### src/rtl/cmdc_pkg.sv
package cmdc_pkg;

   localparam int ADDR_W  = 5;
   localparam int SUB_W   = 5;
   localparam int CODE_W  = 5;
   localparam int WORD_W  = ADDR_W + 1 + SUB_W + CODE_W;
   localparam int N_SUB   = 1 << SUB_W;

   typedef struct packed {
      logic [ADDR_W-1:0] addr;
      logic              tr;
      logic [SUB_W-1:0]  sub;
      logic [CODE_W-1:0] cnt;
   } cmd_word_t;

   typedef struct packed {
      logic legal;
      logic rx_word;
      logic tx_word;
      logic last_cmd;
      logic tx_off;
      logic tx_on;
      logic tf_off;
      logic tf_on;
   } mc_act_t;

   localparam logic [SUB_W-1:0] SUB_MODE_LO = '0;
   localparam logic [SUB_W-1:0] SUB_MODE_HI = '1;

endpackage

### src/rtl/cmdc_sub_screen.sv
module cmdc_sub_screen
   import cmdc_pkg::*;
#(
   parameter int                 RULE_SEL     = 0,
   parameter logic [N_SUB-1:0]   RSV_RX_LEG   = 32'h0828_C92A,
   parameter logic [N_SUB-1:0]   RSV_TX_LEG   = 32'h0808_4928,
   parameter logic [N_SUB-1:0]   RSV_CUR      = 32'h0000_0100
) (
   input  logic             cur_rule,
   input  logic             tr,
   input  logic [SUB_W-1:0] sub,
   output logic             reserved
);

   logic leg_hit;
   logic cur_hit;

   assign leg_hit = tr ? RSV_TX_LEG[sub] : RSV_RX_LEG[sub];
   assign cur_hit = RSV_CUR[sub];

   generate
      if (RULE_SEL == 0) begin : g_runtime
         assign reserved = cur_rule ? cur_hit : leg_hit;
      end else if (RULE_SEL == 1) begin : g_legacy
         logic unused_sel;
         assign unused_sel = cur_rule;
         assign reserved   = leg_hit;
      end else begin : g_current
         logic unused_sel;
         assign unused_sel = cur_rule;
         assign reserved   = cur_hit;
      end
      if (RULE_SEL < 0 || RULE_SEL > 2) begin : g_bad_rule
         $error("cmdc_sub_screen: RULE_SEL must be 0, 1 or 2");
      end
   endgenerate

endmodule

### src/rtl/cmdc_mode_decode.sv
module cmdc_mode_decode
   import cmdc_pkg::*;
(
   input  logic              tr,
   input  logic [CODE_W-1:0] code,
   output mc_act_t           act
);

   always_comb begin
      act = '0;
      unique case ({tr, code})
         {1'b1, 5'd1},
         {1'b1, 5'd2},
         {1'b1, 5'd3},
         {1'b1, 5'd8}:  act.legal = 1'b1;
         {1'b1, 5'd4}:  begin act.legal = 1'b1; act.tx_off   = 1'b1; end
         {1'b1, 5'd5}:  begin act.legal = 1'b1; act.tx_on    = 1'b1; end
         {1'b1, 5'd6}:  begin act.legal = 1'b1; act.tf_off   = 1'b1; end
         {1'b1, 5'd7}:  begin act.legal = 1'b1; act.tf_on    = 1'b1; end
         {1'b1, 5'd16},
         {1'b1, 5'd19}: begin act.legal = 1'b1; act.tx_word  = 1'b1; end
         {1'b1, 5'd18}: begin act.legal = 1'b1; act.last_cmd = 1'b1; end
         {1'b0, 5'd17}: begin act.legal = 1'b1; act.rx_word  = 1'b1; end
         default:       act = '0;
      endcase
   end

endmodule

### src/rtl/cmdc_ill_window.sv
module cmdc_ill_window #(
   parameter int ILL_WIN = 2
) (
   input  logic clk,
   input  logic rst_n,
   input  logic start,
   input  logic ill_in,
   output logic busy,
   output logic done,
   output logic ill_all
);

   localparam int CNT_W = (ILL_WIN < 2) ? 1 : $clog2(ILL_WIN);
   localparam logic [CNT_W-1:0] LAST = CNT_W'(ILL_WIN - 1);

   logic [CNT_W-1:0] cnt;
   logic             acc;

   generate
      if (ILL_WIN < 1) begin : g_bad_win
         $error("cmdc_ill_window: ILL_WIN must be at least 1");
      end
   endgenerate

   assign done    = busy && (cnt == LAST);
   assign ill_all = acc | ill_in;

   always_ff @(posedge clk) begin
      if (!rst_n) begin
         busy <= 1'b0;
         cnt  <= '0;
         acc  <= 1'b0;
      end else if (!busy) begin
         if (start) begin
            busy <= 1'b1;
            cnt  <= '0;
            acc  <= ill_in;
         end
      end else if (done) begin
         busy <= 1'b0;
         cnt  <= '0;
         acc  <= 1'b0;
      end else begin
         cnt <= cnt + 1'b1;
         acc <= acc | ill_in;
      end
   end

   a_r3_one_done: assert property (@(posedge clk) disable iff (!rst_n)
      done |=> !done);
   a_r3_start_arms: assert property (@(posedge clk) disable iff (!rst_n)
      (start && !busy) |=> busy);

endmodule

### src/rtl/cmd_legality_disp.sv
module cmd_legality_disp
   import cmdc_pkg::*;
#(
   parameter int               ILL_WIN    = 2,
   parameter int               RULE_SEL   = 0,
   parameter logic [ADDR_W-1:0] BCAST_ADDR = 5'd31,
   parameter logic [N_SUB-1:0] RSV_RX_LEG = 32'h0828_C92A,
   parameter logic [N_SUB-1:0] RSV_TX_LEG = 32'h0808_4928,
   parameter logic [N_SUB-1:0] RSV_CUR    = 32'h0000_0100
) (
   input  logic              clk,
   input  logic              rst_n,
   input  logic              cmd_vld,
   input  logic [15:0]       cmd_word,
   input  logic              cmd_chan,
   input  logic [4:0]        own_addr,
   input  logic              notice3_sel,
   input  logic              bcast_en,
   input  logic              ill_in,
   input  logic              host_tf,
   output logic              res_vld,
   output logic              msg_err,
   output logic              me_bit,
   output logic              is_sa,
   output logic [4:0]        mcsa,
   output logic              bcast,
   output logic              status_en,
   output logic              store_cmd,
   output logic              store_data,
   output logic              send_data,
   output logic              send_last,
   output logic [15:0]       prev_cmd,
   output logic [1:0]        tx_en,
   output logic              tf_en,
   output logic              tf_bit
);

   generate
      if (WORD_W != 16) begin : g_bad_word
         $error("cmd_legality_disp: command word layout must total 16 bits");
      end
   endgenerate

   cmd_word_t in_w;
   cmd_word_t cw_q;
   logic      chan_q;
   logic      bc_q;
   logic      hit_own;
   logic      hit_bc;
   logic      start;
   logic      busy;
   logic      done;
   logic      ill_all;

   assign in_w    = cmd_word_t'(cmd_word);
   assign hit_own = (in_w.addr == own_addr);
   assign hit_bc  = bcast_en && (in_w.addr == BCAST_ADDR);
   assign start   = cmd_vld && (hit_own || hit_bc);

   always_ff @(posedge clk) begin
      if (!rst_n) begin
         cw_q   <= '0;
         chan_q <= 1'b0;
         bc_q   <= 1'b0;
      end else if (start && !busy) begin
         cw_q   <= in_w;
         chan_q <= cmd_chan;
         bc_q   <= hit_bc;
      end
   end

   cmdc_ill_window #(.ILL_WIN(ILL_WIN)) u_win (
      .clk     (clk),
      .rst_n   (rst_n),
      .start   (start),
      .ill_in  (ill_in),
      .busy    (busy),
      .done    (done),
      .ill_all (ill_all)
   );

   logic    sub_rsv;
   mc_act_t mc;

   cmdc_sub_screen #(
      .RULE_SEL   (RULE_SEL),
      .RSV_RX_LEG (RSV_RX_LEG),
      .RSV_TX_LEG (RSV_TX_LEG),
      .RSV_CUR    (RSV_CUR)
   ) u_screen (
      .cur_rule (notice3_sel),
      .tr       (cw_q.tr),
      .sub      (cw_q.sub),
      .reserved (sub_rsv)
   );

   cmdc_mode_decode u_mode (
      .tr   (cw_q.tr),
      .code (cw_q.cnt),
      .act  (mc)
   );

   logic mode_c;
   logic err_c;
   logic act_c;
   logic keep_c;
   logic rxd_c;
   logic txd_c;
   logic lst_c;

   always_comb begin
      mode_c = (cw_q.sub == SUB_MODE_LO) || (cw_q.sub == SUB_MODE_HI);
      err_c  = ill_all || (mode_c ? !mc.legal : sub_rsv);
      act_c  = mode_c && mc.legal && !ill_all;
      keep_c = mode_c && mc.last_cmd;
      rxd_c  = !err_c && (mode_c ? mc.rx_word : !cw_q.tr);
      txd_c  = !err_c && !bc_q && (mode_c ? mc.tx_word : cw_q.tr);
      lst_c  = act_c && mc.last_cmd && !bc_q;
   end

   always_ff @(posedge clk) begin
      if (!rst_n) begin
         res_vld    <= 1'b0;
         msg_err    <= 1'b0;
         is_sa      <= 1'b0;
         mcsa       <= '0;
         bcast      <= 1'b0;
         status_en  <= 1'b0;
         store_cmd  <= 1'b0;
         store_data <= 1'b0;
         send_data  <= 1'b0;
         send_last  <= 1'b0;
      end else begin
         res_vld <= done;
         if (done) begin
            msg_err    <= err_c;
            is_sa      <= !mode_c;
            mcsa       <= mode_c ? cw_q.cnt : cw_q.sub;
            bcast      <= bc_q;
            status_en  <= !bc_q;
            store_cmd  <= !keep_c;
            store_data <= rxd_c;
            send_data  <= txd_c;
            send_last  <= lst_c;
         end
      end
   end

   always_ff @(posedge clk) begin
      if (!rst_n) begin
         me_bit   <= 1'b0;
         prev_cmd <= '0;
      end else if (done && !keep_c) begin
         me_bit   <= err_c;
         prev_cmd <= cw_q;
      end
   end

   always_ff @(posedge clk) begin
      if (!rst_n) begin
         tx_en <= 2'b11;
         tf_en <= 1'b1;
      end else if (done && act_c) begin
         if (mc.tx_off) tx_en[!chan_q] <= 1'b0;
         if (mc.tx_on)  tx_en[!chan_q] <= 1'b1;
         if (mc.tf_off) tf_en <= 1'b0;
         if (mc.tf_on)  tf_en <= 1'b1;
      end
   end

   assign tf_bit = host_tf && tf_en;

   a_r11_last_holds_me: assert property (@(posedge clk) disable iff (!rst_n)
      (res_vld && send_last) |-> (me_bit == $past(me_bit) && !store_cmd));
   a_r13_bcast_silent: assert property (@(posedge clk) disable iff (!rst_n)
      (res_vld && bcast) |-> (!status_en && !send_data && !send_last));
   a_r8_err_blocks_data: assert property (@(posedge clk) disable iff (!rst_n)
      (res_vld && msg_err) |-> (!store_data && !send_data));
   a_r9_txen_on_mode: assert property (@(posedge clk) disable iff (!rst_n)
      !$stable(tx_en) |-> (res_vld && !is_sa && !msg_err));
   a_r10_tfen_on_mode: assert property (@(posedge clk) disable iff (!rst_n)
      !$stable(tf_en) |-> (res_vld && !is_sa && !msg_err));

endmodule

### config.mk
export PLATFORM = sky130hd
export DESIGN_NAME = cmd_legality_disp
export DESIGN_NICKNAME = d
export VERILOG_FILES = /design/src/rtl/cmdc_pkg.sv /design/src/rtl/cmdc_sub_screen.sv /design/src/rtl/cmdc_mode_decode.sv /design/src/rtl/cmdc_ill_window.sv /design/src/rtl/cmd_legality_disp.sv
export SDC_FILE = /design/constraint.sdc
export NUM_CORES = 1
export LEC_CHECK = 0
export BUFFER_PORTS_ARGS = -buffer_cell sky130_fd_sc_hd__clkbuf_2
export CORE_MARGIN = 2
export CORE_UTILIZATION = 40
export DETAILED_ROUTE_END_ITERATION = 10
export GPL_TIMING_DRIVEN = 0
export SYNTH_ARGS = -nofsm -noshare
export SYNTH_HDL_FRONTEND = slang
export SYNTH_HIERARCHICAL = 1
export SYNTH_SLANG_ARGS = --single-unit
### constraint.sdc
create_clock -name clk -period 1.8 [get_ports clk]
set_clock_uncertainty 0.1 [all_clocks]
set_input_delay 0.36 -clock clk [delete_from_list [all_inputs] [get_ports clk]]
set_output_delay 0.36 -clock clk [all_outputs]
set_load 0.02 [all_outputs]
==> results of run 1 <==
-- synthesized netlist by cell type, types with 3 or more instances --
library cell and count:
nand2_1 46, inv_1 12, o21ai_0 9, nor2b_1 12, a31oi_1 3, and3_1 18
and2_1 3, nand2b_1 4, buf_4 3, clkbuf_1 16, xor2_1 5, nor3b_1 5
o211ai_1 5, dfxtp_1 55, a21oi_1 26, ha_1 4, o21ai_1 4, buf_2 5
nand3_1 36, a211o_1 17, nor2_1 24, o21a_1 5, mux2i_1 21
-- final cells by class --
cell class,instances,area share
timing repair buffer,71,0.09865
multi-input combinational,281,0.4923
buffer,26,0.03772
tap,99,0.03191
inverter,12,0.01225
clock inverter,3,0.01741
sequential,55,0.2921
clock buffer,5,0.01773
-- cell families (layout without fill, tap and decap cells) --
kind of cell	count (synthesis)	after routing	share of synthesized area
AND/OR/NAND/NOR	167	167	0.2861
flip-flops	55	55	0.3617
AO/OA/AOI/OAI	83	83	0.1911
adder cells (fa/ha/maj)	4	4	0.01644
multiplexers	22	22	0.07275
XOR/XNOR	5	5	0.01438
buffers and inverters	38	117	0.05754
-- path summary, 6_finish.rpt --
| check | slack (ns) | end |
|---|---|---|
| worst max-delay path | -0.17 | store_data |
| worst min-delay path | 0.19 | u_win/busy |
| worst max register to register | -0.17 | store_data |
| worst min register to register | 0.36 | prev_cmd[9] |
-- power groups by stage --
stage               sequential, uW  combinational (uW)  clock [uW]
floorplan                     1280                 200           0
global placement              1280                 295           0
detailed placement            1280                 298           0
CTS                           1250                 313         998
global route                  1260                 361        1030
finish                        1250                 330         978
-- timing repair --
action	4_1_cts	5_1_grt
setup endpoints to repair	38	43
hold endpoints to repair	0	0
hold buffers	0	0
pin swaps	8	9
gates resized for setup	28	25
buffers inserted	4	4
-- metal layers --
metal / up-vias / track usage / routed length [um]
met3: 11 / 0.02822 / 312
met4: 0 / 0.06818 / 138
li1: 1493 / - / -
met1: 1381 / 0.2646 / 3880
met2: 88 / 0.3327 / 3934
met5: - / 0 / 0
-- sequential cells by signal (all words and copies together), names as in the netlist, named ones only --
| signal | count |
|---|---|
| status_en | 1 |
| cw_q | 16 |
| store_cmd | 1 |
| mcsa | 5 |
| res_vld | 1 |
| me_bit | 1 |
| prev_cmd | 16 |
| tx_en | 1 |
| store_data | 1 |
| send_data | 1 |
| is_sa | 1 |
| tf_en | 1 |
| bcast | 1 |
| bc_q | 1 |
| u_win/busy | 1 |
| u_win/acc | 1 |
| u_win/cnt | 1 |
| chan_q | 1 |
| msg_err | 1 |
| send_last | 1 |
-- metrics by stage --
step,TNS [ns],util
final,-1.205,0.5323
after detailed placement,-12.83,0.4823
after floorplan,-0.1455,-
after global placement,-11.73,0.4823
after CTS,-1.160,0.5158
after global routing,-2.984,0.5323
==> results.yml, run 1 <==
status:
  status: "finished, violations left"
  violations: "setup timing"
worst_setup_path:
  crit_chain: "buf_6 -> ha_4 -> nor2b_1 -> o21ai_1 -> o211ai_1 -> a221oi_2 -> nor3b_2 -> and3b_1 -> o31a_1"
  worst_ep_required_time_ns: 1.91
  critPathLaunchType: "register"
  cp-end-kind: "register"
  r2r_cells: 9
  slowest_stage: "dfxtp_4"
  cp_max_fo: 3
  crit_start: "cw_q[6]"
  critPathKind: "reg -> reg"
  critPathMaxStageDelay_ns: 0.39
  cp_top_family: "compound AO/OA/AOI/OAI gates"
  timing.rr.start: "cw_q[6]"
  path_buf_inv: 1
  cp.arrival_ns: 2.08
  crit_cells: 9
floorplanning:
  die_x_um: 91.24
  rows: 31
  core_um2: 7292
  die_h_um: 91.24
  dieArea_um2: 8324
  start_util: 0.4175
  io_pins: 64
yosys:
  synth_edf_count: 0
  synth_nets: 407
  yosys_register_bits: 55
  avgSynthCellArea_um2: 8.139
  yosys_warnings: 6
  netlist.area_leader.share: 0.3617
  synthArstFlopShare: 0
  syn_inst: 374
  ys.flop_type: "dfxtp_1"
  seq_area_frac_synth: 0.3617
  synth_top_area_cell: "dfxtp_1"
  ys_top_cells_by_area: "dfxtp_1 (36%), mux2i_1 (6.9%), nand3_1 (5.9%)"
  syn_area_um2: 3044
  synth_cell_types: 52
routing:
  wl_per_cell_um: 14.97
  via_count: 2973
  drtIter0Drc: 117
  vias_per_cell: 5.386
  ant_nets: 0
  drc_errors: 0
  finalWirelength_um: 8266
  drtPass1Iterations: 4
timing:
  fin_crit_ns: 1.972
  max-slew-margin-rel: 0.6529
  max_freq_ghz: 0.5070
  timing.final.ws_setup_ns: -0.1724
  tightestPinTransition_ns: 0.5206
  hold_violations: 0
  min_period_over_period: 1.096
  rsz0062_at_grt: "true"
  final_max_slew_viol_count: 0
  finalSetupViolCount: 19
  hold_slack_ns: 0.1916
power:
  clockPowerShare: 0.382
  swShare: 0.2543
  power_density_nw_per_um2: 659.9
  comb_power_share: 0.129
  power_uw: 2561
  share_seq_of_total_power: 0.489
  ir_drop_uv: 371.0
  intPower_uw: 1910
  p_leak_uw: 0.001591
  switchingPower_uw: 651.2
global_routing:
  grt-ovfl-total: 0
  first_global_vias: 2838
  grt_pass1_wl_um: 13680
  antenna_found_initial: 0
  grt_max_degree: 18
  grt_usage: 0.1997
flow_run:
  maxCapViolCount: 0
clock_network:
  h-tree-depth: 2
  numCtsBuffers: 5
  cts_tree: "done"
  cts.path.max_buffers: 2
  path_clk_slew_ns: 0.11
  clock_sinks: 55
  cts-root-buf: "clkbuf_8"
  clk_latency_ns: 0.32
cells_and_area:
  nFillCells: 738
  seqCellArea_um2: 1134
  diodes: 0
  layout_commonest_cell: "clkbuf_2"
  multi_input_area_um2: 1911
  drive_gt1_frac: 0.3002
  fin_nets: 485
  stdcell_count: 552
  final_area_um2: 3881
  areaGrowthSynthToFinish_pct: 27.50
  final_cell_mix: "clkbuf_2 (66), nand2_1 (45), dfxtp_1 (43), nand3_1 (36), a21oi_1 (25)"
worst_hold_path:
  worstHoldPathCells: 2
  worstHoldStart: "rst_n"
  hold_path_class: "in -> reg"
placement:
  port-buffer-count: 63
  dp.cells: 536
  place.gp.congestion: 0.8137
  post_dp_cell_area_um2: 3517
  dpl_worst_slack_ns: -0.4015
  dp_hpwl_um: 6073
(Power assumes the default switching activity.)
==> run 2: changes to the inputs <==
clock period = 2.3 ns   (was 1.8 ns; I/O delays follow)
==> results.yml, run 2 (synthesis results as in run 1) <==
floorplanning:
  start_util: 0.4175
  core_um2: 7292
  io_pins: 64
  rows: 31
  die_x_um: 91.24
  dieArea_um2: 8324
  die_h_um: 91.24
routing:
  vias_per_cell: 5.284
  wl_per_cell_um: 14.74
  finalWirelength_um: 8035
  drtIter0Drc: 120
  ant_nets: 0
  drtPass1Iterations: 5
  via_count: 2880
  drc_errors: 0
clock_network:
  cts_tree: "done"
  clock_sinks: 55
  h-tree-depth: 2
  cts-root-buf: "clkbuf_8"
  path_clk_slew_ns: 0.11
  hold_buffers: 0
  clk_latency_ns: 0.31
  numCtsBuffers: 5
  cts.path.max_buffers: 2
power:
  swShare: 0.2527
  p_leak_uw: 0.001505
  power_density_nw_per_um2: 546.2
  clockPowerShare: 0.388
  intPower_uw: 1485
  switchingPower_uw: 502.3
  share_seq_of_total_power: 0.495
  ir_drop_uv: 378.7
  comb_power_share: 0.116
cells_and_area:
  stdcell_count: 545
  multi_input_area_um2: 1777
  seqCellArea_um2: 1104
  reg_top3: "cw_q: 16 flops, prev_cmd: 16 flops, mcsa: 5 flops"
  nFillCells: 759
  final_cell_mix: "clkbuf_2 (63), dfxtp_1 (53), nand2_1 (46), nand3_1 (36), a21oi_1 (26)"
  layout_commonest_cell: "clkbuf_2"
  final_area_um2: 3638
  areaGrowthSynthToFinish_pct: 19.52
  diodes: 0
  drive_gt1_frac: 0.2220
  fin_nets: 478
placement:
  port-buffer-count: 63
  place.gp.congestion: 0.8149
  dp_hpwl_um: 6029
  dpl_worst_slack_ns: -0.1405
  dp.cells: 536
  post_dp_cell_area_um2: 3483
worst_setup_path:
  worst_ep_required_time_ns: 2.41
  cp-end-kind: "register"
  critPathLaunchType: "register"
  crit_chain: "inv_1 -> ha_1 -> a31oi_1 -> o21ai_1 -> a221oi_2 -> nor3b_2 -> and3b_1 -> o31a_1"
  path_buf_inv: 1
  cp_top_family: "compound AO/OA/AOI/OAI gates"
  cp_max_fo: 9
  cp.arrival_ns: 2.29
  slowest_stage: "dfxtp_2"
  critPathMaxStageDelay_ns: 0.44
  critPathKind: "reg -> reg"
flow_run:
  maxCapViolCount: 0
global_routing:
  grt_max_degree: 18
  grt_pass1_wl_um: 13560
  first_global_vias: 2747
  grt-ovfl-total: 0
  grt_usage: 0.1973
  antenna_found_initial: 0
timing:
  tns_ns: 0
  rsz0062_at_grt: "false"
  final_max_slew_viol_count: 0
  max-slew-margin-rel: 0.5943
  finalSetupViolCount: 0
  hold_violations: 0
  tightestPinTransition_ns: 0.6064
  max_freq_ghz: 0.4569
  min_period_over_period: 0.9516
  timing.final.ws_setup_ns: 0.1113
  fin_crit_ns: 2.189
worst_hold_path:
  hold_path_class: "in -> reg"
status:
  status: "completed"
run 2: cell types whose count changed in the layout (fill, tap and decap cells not counted), moves of 3 or more:
| cell | change |
|---|---|
| dfxtp_1 | +10 |
| dfxtp_4 | -7 |
| buf_4 | -4 |
| clkbuf_1 | +3 |
| clkbuf_2 | -3 |
| dfxtp_2 | -3 |
run 2: final timing paths:
kind / slack, ns / startpoint / end / cells past startpoint
max: 0.11 / cw_q[5] / store_data / 8
min: 0.29 / rst_n / u_win/cnt / 2
max reg2reg: 0.11 / cw_q[5] / store_data / 8
min reg2reg: 0.35 / prev_cmd[9] / prev_cmd[9] / 2
run 2: per-layer routing:
metal	GRT usage	up-vias	wire, um
met3	0.03237	9	437
met2	0.3296	78	3722
met5	0	-	0
li1	-	1470	-
met4	0.04293	0	80
met1	0.2678	1323	3795
run 2: final cells by class:
| type | instances | area share |
|---|---|---|
| Multi-Input combinational cell | 281 | 0.4883 |
| Sequential cell | 55 | 0.3033 |
| Timing Repair Buffer | 64 | 0.08872 |
| Buffer | 26 | 0.03576 |
| Tap cell | 99 | 0.03404 |
| Clock buffer | 5 | 0.01891 |
| Clock inverter | 3 | 0.01857 |
| Inverter | 12 | 0.01238 |
run 2: power groups by stage:
| stage | logic [uW] | registers (uW) | clock network, uW |
|---|---|---|---|
| floorplan | 153 | 1000 | 0 |
| global placement | 224 | 1010 | 0 |
| detailed placement | 227 | 1010 | 0 |
| CTS | 227 | 985 | 785 |
| global route | 256 | 988 | 824 |
| finish | 231 | 985 | 772 |
run 2: stage by stage:
stage	utilization	hold slack (ns)	total power (uW)
finish	0.4990	0.2880	1987
global route	0.4990	0.2887	2068
CTS	0.4964	0.2814	1997
detailed placement	0.4777	0.3450	1233
global placement	0.4777	0.3401	1230
floorplan	-	0.3406	1152
run 2: worst reg2reg max path: cells and delay by family (launching register included):
family / cells / cell delay, ns
AO/OA/AOI/OAI: 4 / 0.86
buffers and inverters: 1 / 0.09
flip-flops: 1 / 0.44
AND/OR/NAND/NOR: 2 / 0.31
adder cells (fa/ha/maj): 1 / 0.29
run 2: what timing repair did:
item	in CTS	in global routing
resized for setup	0	4
hold endpoints to repair	0	0
setup endpoints to repair	0	8
buffers inserted	0	1
==> run 3: changes to the inputs <==
REMOVE_ABC_BUFFERS = 1   (was not set)
==> results.yml, run 3 (synthesis results as in run 1) <==
status:
  status: "completed"
timing:
  hold_violations: 0
  final_max_slew_viol_count: 0
  rsz0062_at_grt: "false"
  max_freq_ghz: 0.4649
  tightestPinTransition_ns: 1.349
  tns_ns: 0
  finalSetupViolCount: 0
  fin_crit_ns: 2.151
  min_period_over_period: 0.9353
  max-slew-margin-rel: 0.1005
global_routing:
  grt_max_degree: 74
  grt-ovfl-total: 0
  grt_pass1_wl_um: 11850
  first_global_vias: 2545
  antenna_found_initial: 0
  grt_usage: 0.1693
clock_network:
  hold_buffers: 0
  cts_tree: "done"
  clock_sinks: 55
  numCtsBuffers: 5
  path_clk_slew_ns: 0.10
  h-tree-depth: 2
  clk_latency_ns: 0.31
  cts.path.max_buffers: 2
  cts-root-buf: "clkbuf_8"
placement:
  dp_hpwl_um: 4590
  place.gp.congestion: 0.7593
  post_dp_cell_area_um2: 3401
  port-buffer-count: 63
power:
  p_leak_uw: 0.001489
  ir_drop_uv: 269.5
  power_density_nw_per_um2: 494.1
routing:
  wl_met2_um: 3493
  vias_per_cell: 5.480
  finalWirelength_um: 7429
  highest_layer: "met4"
  drtPass1Iterations: 5
  ant_nets: 0
  wl_per_cell_um: 13.99
  drtIter0Drc: 144
  drt-met1-wl_um: 3551
  via_count: 2910
  dr_wl_met3_um: 316
  drc_errors: 0
cells_and_area:
  reg_top3: "cw_q: 16 flops, prev_cmd: 16 flops, mcsa: 5 flops"
  nFillCells: 780
  final_area_um2: 3605
  fin_nets: 464
  layout_commonest_cell: "clkbuf_2"
  diodes: 0
  areaGrowthSynthToFinish_pct: 18.41
  final_cell_mix: "clkbuf_2 (63), dfxtp_1 (53), nand2_1 (46), nand3_1 (36), a21oi_1 (26)"
  drive_gt1_frac: 0.2407
worst_setup_path:
  cp.arrival_ns: 2.26
  cp_max_fo: 14
  worst_ep_required_time_ns: 2.41
  critPathLaunchType: "register"
  cp-end-kind: "register"
  critPathKind: "reg -> reg"
floorplanning:
  die_h_um: 91.24
  core_um2: 7292
  io_pins: 64
  dieArea_um2: 8324
  start_util: 0.4175
  die_x_um: 91.24
  rows: 31
flow_run:
  maxCapViolCount: 0
worst_hold_path:
  hold_path_class: "reg -> reg"
run 3: changes by cell type in the layout (fill, tap and decap cells not counted), sizes merged:
cell      delta
clkbuf      -16
clkinv       +2
nor3         +1
inv          +1
bufinv       -2
nor2         +1
clkinvlp     -1
run 3: timing repair:
item                                    in CTS  in global routing
setup buffers                                0                  9
cloned                                       1                  1
hold endpoints to repair                     0                  0
endpoints found under the setup margin      19                 17
resized for setup                            4                  3
pin swaps                                    1                  3
run 3: critical path, stage by stage, from the launching register on:
cell and delay (ns):
dfxtp_1 0.50, nor3b_2 0.26, nand2_1 0.07, nor2_1 0.27
inv_1 0.12, o21a_2 0.40, o221a_2 0.33
run 3: stage by stage:
| stage | utilization | hold slack, ns | setup slack, ns | total power [uW] | cells |
|---|---|---|---|---|---|
| final | 0.4943 | 0.3545 | 0.1489 | 1781 | 531 |
| after detailed placement | 0.4664 | 0.3440 | -0.6436 | 1209 | 512 |
| after global routing | 0.4943 | 0.3811 | 0.05240 | 1861 | 531 |
| after floorplan | - | 0.3406 | -0.2771 | 1123 | 348 |
| after CTS | 0.4810 | 0.3571 | 0.0008713 | 1762 | 521 |
| after global placement | 0.4598 | 0.3405 | -1.030 | 1200 | 510 |
run 3: worst paths after layout:
check               from  slack, ns  depth (start not counted)           to
max              cw_q[4]       0.15                          6       me_bit
min          prev_cmd[9]       0.35                          2  prev_cmd[9]
max reg2reg      cw_q[4]       0.15                          6       me_bit
min reg2reg  prev_cmd[9]       0.35                          2  prev_cmd[9]
run 3: per-layer routing:
metal  GRT usage  up-vias
met5           0        -
met4     0.04040        0
met3     0.02988        6
met2      0.2784       72
met1      0.2309     1380
li1            -     1452
run 3: power by group:
part / switching, uW / internal (uW)
Sequential: 20.0 / 964
Combinational: 152 / 103
Clock: 327 / 215
run 3: layout make-up:
class / count / area, um2 / area share
flip-flops and latches: 55 / 1104 / 0.3061
multi-input cells: 283 / 1807 / 0.5012
well taps: 99 / 123.9 / 0.03436
repair buffers: 74 / 437.9 / 0.1215
clock buffers: 5 / 68.82 / 0.01909
inverters: 12 / 45.04 / 0.01250
clock inverters: 3 / 18.77 / 0.005207
